$ cat src/rtl/nrp_pkg.sv
package nrp_pkg;

    localparam int HALF_BYTES  = 256;
    localparam int MAIN_BYTES  = 512;
    localparam int SPARE_BYTES = 16;
    localparam int PAGE_BYTES  = MAIN_BYTES + SPARE_BYTES;
    localparam int COL_W       = $clog2(PAGE_BYTES);

    localparam logic [7:0] OP_LOW   = 8'h00;
    localparam logic [7:0] OP_HIGH  = 8'h01;
    localparam logic [7:0] OP_SPARE = 8'h50;

    typedef logic [COL_W-1:0] col_t;

    typedef enum logic [1:0] {
        PTR_LOW   = 2'd0,
        PTR_HIGH  = 2'd1,
        PTR_SPARE = 2'd2
    } ptr_e;

    typedef enum logic [1:0] {
        SQ_IDLE   = 2'd0,
        SQ_LOAD   = 2'd1,
        SQ_STREAM = 2'd2
    } seq_e;

    typedef struct packed {
        logic valid;
        ptr_e ptr;
    } ptr_cmd_t;

    typedef struct packed {
        logic spare;
        col_t col;
    } entry_t;

    function automatic ptr_cmd_t decode_op(input logic [7:0] op);
        ptr_cmd_t r;
        r.valid = 1'b1;
        case (op)
            OP_LOW:   r.ptr = PTR_LOW;
            OP_HIGH:  r.ptr = PTR_HIGH;
            OP_SPARE: r.ptr = PTR_SPARE;
            default: begin
                r.valid = 1'b0;
                r.ptr   = PTR_LOW;
            end
        endcase
        return r;
    endfunction

    function automatic col_t entry_col(input ptr_e p, input logic [7:0] b);
        case (p)
            PTR_HIGH:  return col_t'(HALF_BYTES) + col_t'(b);
            PTR_SPARE: return col_t'(MAIN_BYTES) + col_t'(b[3:0]);
            default:   return col_t'(b);
        endcase
    endfunction

    function automatic col_t final_col(input logic spare_pg, input logic main_only);
        if (!spare_pg && main_only)
            return col_t'(MAIN_BYTES - 1);
        return col_t'(PAGE_BYTES - 1);
    endfunction

    function automatic col_t wrap_col(input logic spare_pg);
        return spare_pg ? col_t'(MAIN_BYTES) : col_t'(0);
    endfunction

endpackage

$ cat src/rtl/nrp_addr_capture.sv
module nrp_addr_capture
    import nrp_pkg::*;
#(
    parameter int PAGE_W = 16
) (
    input  logic              clk,
    input  logic              rst,
    input  logic              accept,
    input  logic              cmd_we,
    input  logic [7:0]        cmd_byte,
    input  logic              addr_we,
    input  logic [7:0]        addr_byte,
    output ptr_e              ptr,
    output logic              go,
    output entry_t            entry,
    output logic [PAGE_W-1:0] go_page
);

    localparam int RAW_W = 16;

    logic [1:0]       phase;
    logic [7:0]       col_byte;
    logic [7:0]       pg_lo;
    logic [RAW_W-1:0] raw_page;
    ptr_cmd_t         dec;

    always_comb begin
        dec         = decode_op(cmd_byte);
        raw_page    = {addr_byte, pg_lo};
        go_page     = raw_page[PAGE_W-1:0];
        go          = accept && addr_we && !cmd_we && (phase == 2'd2);
        entry.spare = (ptr == PTR_SPARE);
        entry.col   = entry_col(ptr, col_byte);
    end

    always_ff @(posedge clk) begin
        if (rst) begin
            ptr      <= PTR_LOW;
            phase    <= 2'd0;
            col_byte <= 8'h00;
            pg_lo    <= 8'h00;
        end else if (accept && cmd_we) begin
            if (dec.valid) begin
                ptr   <= dec.ptr;
                phase <= 2'd0;
            end
        end else if (accept && addr_we) begin
            case (phase)
                2'd0: begin
                    col_byte <= addr_byte;
                    phase    <= 2'd1;
                end
                2'd1: begin
                    pg_lo <= addr_byte;
                    phase <= 2'd2;
                end
                default: begin
                    phase <= 2'd0;
                    if (ptr == PTR_HIGH)
                        ptr <= PTR_LOW;
                end
            endcase
        end
    end

endmodule

$ cat src/rtl/nrp_page_buf.sv
module nrp_page_buf
    import nrp_pkg::*;
#(
    parameter int DATA_W = 8
) (
    input  logic              clk,
    input  logic              rst,
    input  logic              loading,
    input  logic              fill_valid,
    input  logic [DATA_W-1:0] fill_data,
    input  col_t              rd_col,
    output logic              fill_done,
    output logic [DATA_W-1:0] rd_data
);

    logic [DATA_W-1:0] mem [PAGE_BYTES];
    col_t              widx;

    always_ff @(posedge clk) begin
        if (rst)
            widx <= '0;
        else if (!loading)
            widx <= '0;
        else if (fill_valid)
            widx <= widx + 1'b1;
    end

    always_ff @(posedge clk) begin
        if (loading && fill_valid)
            mem[widx] <= fill_data;
    end

    always_comb begin
        fill_done = loading && fill_valid && (widx == col_t'(PAGE_BYTES - 1));
        rd_data   = mem[rd_col];
    end

endmodule

$ cat src/rtl/nrp_seq_ctrl.sv
module nrp_seq_ctrl
    import nrp_pkg::*;
#(
    parameter int PAGE_W = 16
) (
    input  logic              clk,
    input  logic              rst,
    input  logic              go,
    input  entry_t            entry,
    input  logic [PAGE_W-1:0] go_page,
    input  logic              re_pulse,
    input  logic              ce_n,
    input  logic              spare_off,
    input  logic              fill_done,
    output logic              busy,
    output logic              streaming,
    output col_t              col,
    output logic [PAGE_W-1:0] page
);

    seq_e st;
    logic spare_pg;
    col_t last;
    logic at_end;

    always_comb begin
        last      = final_col(spare_pg, spare_off);
        at_end    = (col >= last);
        busy      = (st == SQ_LOAD);
        streaming = (st == SQ_STREAM);
    end

    always_ff @(posedge clk) begin
        if (rst) begin
            st       <= SQ_IDLE;
            col      <= '0;
            page     <= '0;
            spare_pg <= 1'b0;
        end else begin
            case (st)
                SQ_LOAD: begin
                    if (fill_done)
                        st <= SQ_STREAM;
                end
                default: begin
                    if (go) begin
                        st       <= SQ_LOAD;
                        col      <= entry.col;
                        page     <= go_page;
                        spare_pg <= entry.spare;
                    end else if (st == SQ_STREAM) begin
                        if (ce_n) begin
                            st <= SQ_IDLE;
                        end else if (re_pulse) begin
                            if (at_end) begin
                                col  <= wrap_col(spare_pg);
                                page <= page + 1'b1;
                                st   <= SQ_LOAD;
                            end else begin
                                col <= col + 1'b1;
                            end
                        end
                    end
                end
            endcase
        end
    end

endmodule

$ cat src/rtl/nand_rd_pointer.sv
module nand_rd_pointer
    import nrp_pkg::*;
#(
    parameter int PAGE_W = 16,
    parameter int DATA_W = 8
) (
    input  logic              clk,
    input  logic              rst,
    input  logic              ce_n,
    input  logic              cmd_we,
    input  logic [7:0]        cmd_byte,
    input  logic              addr_we,
    input  logic [7:0]        addr_byte,
    input  logic              re_pulse,
    input  logic              spare_off,
    output logic              fetch_req,
    output logic [PAGE_W-1:0] fetch_page,
    input  logic              fill_valid,
    input  logic [DATA_W-1:0] fill_data,
    output logic              busy,
    output logic              dout_valid,
    output logic [DATA_W-1:0] dout,
    output logic [1:0]        rd_ptr,
    output logic [COL_W-1:0]  rd_col,
    output logic [PAGE_W-1:0] rd_page
);

    ptr_e              ptr;
    logic              go;
    entry_t            entry;
    logic [PAGE_W-1:0] go_page;
    logic              accept;
    logic              fill_done;
    logic [DATA_W-1:0] rd_data;
    col_t              col;
    logic [PAGE_W-1:0] page;
    logic              busy_i;
    logic              stream_i;

    assign accept = !ce_n && !busy_i;

    nrp_addr_capture #(.PAGE_W(PAGE_W)) addr_i (
        .clk       (clk),
        .rst       (rst),
        .accept    (accept),
        .cmd_we    (cmd_we),
        .cmd_byte  (cmd_byte),
        .addr_we   (addr_we),
        .addr_byte (addr_byte),
        .ptr       (ptr),
        .go        (go),
        .entry     (entry),
        .go_page   (go_page)
    );

    nrp_seq_ctrl #(.PAGE_W(PAGE_W)) seq_i (
        .clk       (clk),
        .rst       (rst),
        .go        (go),
        .entry     (entry),
        .go_page   (go_page),
        .re_pulse  (re_pulse),
        .ce_n      (ce_n),
        .spare_off (spare_off),
        .fill_done (fill_done),
        .busy      (busy_i),
        .streaming (stream_i),
        .col       (col),
        .page      (page)
    );

    nrp_page_buf #(.DATA_W(DATA_W)) buf_i (
        .clk        (clk),
        .rst        (rst),
        .loading    (busy_i),
        .fill_valid (fill_valid),
        .fill_data  (fill_data),
        .rd_col     (col),
        .fill_done  (fill_done),
        .rd_data    (rd_data)
    );

    always_comb begin
        busy       = busy_i;
        fetch_req  = busy_i;
        fetch_page = page;
        dout_valid = stream_i;
        dout       = stream_i ? rd_data : '0;
        rd_ptr     = ptr;
        rd_col     = col;
        rd_page    = page;
    end

endmodule

$ cat config.mk
export PLATFORM = sky130hd
export DESIGN_NAME = nand_rd_pointer
export DESIGN_NICKNAME = d
export VERILOG_FILES = /design/src/rtl/nrp_pkg.sv /design/src/rtl/nrp_addr_capture.sv /design/src/rtl/nrp_page_buf.sv /design/src/rtl/nrp_seq_ctrl.sv /design/src/rtl/nand_rd_pointer.sv
export SDC_FILE = /design/constraint.sdc
export NUM_CORES = 2
export LEC_CHECK = 0
export BUFFER_PORTS_ARGS = -buffer_cell sky130_fd_sc_hd__buf_2
export CORE_MARGIN = 1
export CORE_UTILIZATION = 28
export CTS_CLUSTER_DIAMETER = 200
export DETAILED_ROUTE_END_ITERATION = 8
export GPL_TIMING_DRIVEN = 1
export HOLD_SLACK_MARGIN = 0.08
export PLACE_DENSITY = 0.48
export SLEW_MARGIN = 20
export SYNTH_ARGS = -nofsm -noshare
export SYNTH_HDL_FRONTEND = slang
export SYNTH_MEMORY_MAX_BITS = 65536
export SYNTH_SLANG_ARGS = --single-unit
export TNS_END_PERCENT = 100
$ cat constraint.sdc
create_clock -name clk -period 4.85 [get_ports clk]
set_clock_uncertainty 0.1 [all_clocks]
set_input_delay 0.485 -clock clk [delete_from_list [all_inputs] [get_ports clk]]
set_output_delay 0.485 -clock clk [all_outputs]
set_load 0.01 [all_outputs]
==> results.json <==
{
  "status": "complete, but fails checks",
  "violations": "setup timing",
  "synth_top_cell_by_area": "edfxtp_1",
  "period_needed_ns": 5.33,
  "syn_nets": 8236,
  "seq_area_um2": 128000,
  "clk_latency_ns": 1.04,
  "rsz0062_at_grt": "true",
  "ioPinCount": 87,
  "whs_ns": 0.249,
  "antenna_found_initial": 44,
  "fin_nets": 9028,
  "core_area_um2": 595000,
  "leakagePower_uw": 0.0596,
  "drive_gt1_share_pct": 29.0,
  "layout_worst_path_cycle_share_pct": 110,
  "nFillCells": 55805,
  "report.final.slew_viol_count": 0,
  "die_w_um": 776,
  "cp.required_ns": 4.26,
  "worst_pin_slew_ns": 1.13,
  "ant_nets": 0,
  "min-delay-start": "addr_byte[6]",
  "holdCritPathClass": "input pin to flop",
  "synth_mux_area_share_pct": 15.4,
  "chipHeight_um": 776,
  "synth-simple-area-share_pct": 2.69,
  "path_common_cell": "buf_6",
  "ys_types": 83,
  "synthArstFlopShare_pct": 0,
  "hold_viol": 0,
  "drv_cap": 0,
  "startpoint_type": "flop",
  "wl_mm": 497,
  "synthAdderAreaFrac_pct": 0.119,
  "crit_buf_inv": 6,
  "setup_viol": 8,
  "dp_hpwl_mm": 301,
  "grt_first_pass_wirelength_mm": 690,
  "cp_max_fo": 7,
  "grt_usage_pct": 15.9,
  "first_pass_iters": 8,
  "synth.top_cell.area_share_pct": 75.6,
  "synth_area_leaders": "edfxtp_1, mux4_2, mux2i_1",
  "grt_max_degree": 149,
  "num_vias": 85840,
  "ys.flop_type": "edfxtp_1",
  "port_buffers": 86,
  "path_clk_slew_ns": 0.06,
  "ys_seq_area_share_pct": 76.5,
  "synth_compound_gate_area_share_pct": 3.19,
  "postSynthCellCount": 8188,
  "critPathMaxStageDelay_ns": 0.56,
  "clk_path_buf_depth": 4,
  "cts-htree-levels": 5,
  "multi_input_area_um2": 38100,
  "crit_slowest_cell": "nor4_4",
  "crit_arrival_ns": 4.75,
  "vdd_drop_max_mv": 0.296,
  "grt_pass1_vias": 87092,
  "gp_congestion": 0.810,
  "num_rows": 283,
  "drc": 0,
  "wire_per_inst_um": 28.6,
  "root_buffer": "clkbuf_16",
  "worst_slack_ns": -0.482,
  "max_freq_mhz": 188,
  "syn_avg_cell_area_um2": 20.5,
  "drtIter0Drc": 8610,
  "avgViaCountPerCell": 4.95,
  "area_delta_synth_final_pct": 19.4,
  "crit_chain": "buf_6 > or3b_4 > buf_12 > buf_16 > o22ai_4 > a2111oi_4 > nor4_4 > buf_4 > nand4_1 > buf_6 > nor3_4 > o221a_4 > buf_6",
  "grt_overflow_total": 0,
  "cts.sinks": 4293,
  "fin_util_pct": 33.6,
  "cts-buffers-inserted": 439,
  "synth-xor-area-share_pct": 0.0522,
  "start_util_pct": 28.2,
  "synth_warnings": 0,
  "synth_top_family_by_area": "multiplexers",
  "cts_tree": "yes",
  "powerDensity_nw_per_um2": 374,
  "relSlewSlack_pct": 24.5,
  "reg2reg_from": "seq_i.st[1]$_SDFFE_PP0P_",
  "synth_edf_count": 4224,
  "netlist_area_um2": 168000,
  "end_kind": "output port",
  "dieArea_um2": 602000,
  "path_delay_family": "simple AND/OR/NAND/NOR gates",
  "synth-seq-cells": 4293,
  "worstSetupPathType": "flop to output port"
}
power by group:
part	switching (uW)	internal, uW
registers	2.15	40700
logic	707	126
clock network	14500	18900
state kept, by name, summed over array words and instances (netlist names), named ones only:
name and flops:
buf_i.mem 4224, seq_i.page 16, buf_i.widx 10, seq_i.col 10, addr_i.col_byte 8, addr_i.pg_lo 8, addr_i.phase 2, addr_i.ptr 2
seq_i.st 2, seq_i.spare_pg 1
Yosys cell counts (9+ instances only):
cell type / n
mux2i_1: 576
dfxtp_1: 69
a32o_1: 9
nor2b_1: 17
o21ai_0: 38
and3_1: 11
o211ai_1: 29
o2111ai_1: 11
buf_2: 105
nor4_1: 41
clkbuf_1: 218
a31oi_1: 12
or4_1: 10
a22oi_1: 108
buf_6: 72
edfxtp_1: 4224
nand2b_1: 13
a22o_1: 13
o32ai_1: 10
ha_1: 16
nand2_1: 83
nor3_1: 83
inv_1: 19
buf_1: 39
a21o_1: 11
buf_8: 23
mux2_2: 130
a221oi_1: 19
nand3_1: 61
nand4_1: 25
a2111oi_0: 75
mux4_2: 813
a21oi_1: 89
mux4_1: 13
o221ai_1: 16
buf_4: 76
or3_1: 10
o22ai_1: 261
nor2_1: 613
logic make-up after synthesis:
kind of cell | count (synthesis)
fa+ha+maj | 16
xor+xnor | 10
compound gates | 761
buf+inv | 563
mux | 1532
flops | 4293
simple gates | 1013
layer usage:
layer  part of all wire, %  vias to the layer above  track usage, %
li1                      -                    35738               -
met1                    44                    46340            22.5
met2                    47                     3078            25.7
met3                   6.6                      678            2.51
met4                   2.8                        6            3.98
met5                0.0075                        -               0
cell usage in the layout (no fill, tap or decap), drive strengths merged, types with 39 or more instances in the layout:
cell / instances
mux2: 130
o21ai: 40
dfxtp: 69
nor4: 41
nor3: 83
clkinv: 211
buf: 828
mux2i: 576
a22oi: 108
o22ai: 261
edfxtp: 4224
nand3: 61
clkbuf: 545
nor2: 613
a2111oi: 76
nand2: 84
a21oi: 89
mux4: 826
bufinv: 39
path summary, 6_finish.rpt:
| kind | endpoint | slack (ns) | cells after the start |
|---|---|---|---|
| worst max register to register | seq_i.page[0]$_SDFFE_PP0P_ | 0.37 | 12 |
| worst max-delay path | dout[7] | -0.48 | 13 |
| worst min-delay path | addr_i.col_byte[6]$_SDFFE_PP0P_ | 0.25 | 4 |
| worst min register to register | seq_i.spare_pg$_SDFFE_PP0P_ | 0.38 | 2 |
metrics by stage:
stage / std cells / setup WS [ns] / power [uW] / setup TNS (ns) / cell area, um2
after floorplan: 8188 / 1.53 / 41600 / 0 / 168000
after global placement: 16350 / -0.838 / 42300 / -2.99 / 181000
after detailed placement: 16350 / -0.717 / 42300 / -2.24 / 181000
after CTS: 17285 / -0.450 / 75600 / -3.30 / 199000
after global routing: 17329 / -0.482 / 76900 / -3.56 / 200000
final: 17339 / -0.482 / 74900 / -2.86 / 200000
layout make-up:
type | instances | area share, %
sequential | 4293 | 64.0
multi-input combinational | 3332 | 19.0
clock buffer | 534 | 5.72
tap | 7980 | 4.99
timing repair buffer | 894 | 4.93
clock inverter | 274 | 1.27
inverter | 20 | 0.0381
antenna | 12 | 0.0150
tightest hold or removal path, stage by stage:
cell           delay [ns]
dlygate4sd3_1        0.51
buf_2                0.14
mux2i_1              0.07
nor2_1               0.08
timing repair:
| item | in CTS | in global routing |
|---|---|---|
| pin swaps | 51 | 40 |
| hold buffers | 33 | 0 |
| cloned | 34 | 11 |
| resized for setup | 336 | 124 |
| endpoints found under the hold margin | 671 | 0 |
| setup endpoints to repair | 8 | 8 |
| setup buffers | 63 | 32 |
Note: power is estimated with default switching activity, not from simulation.
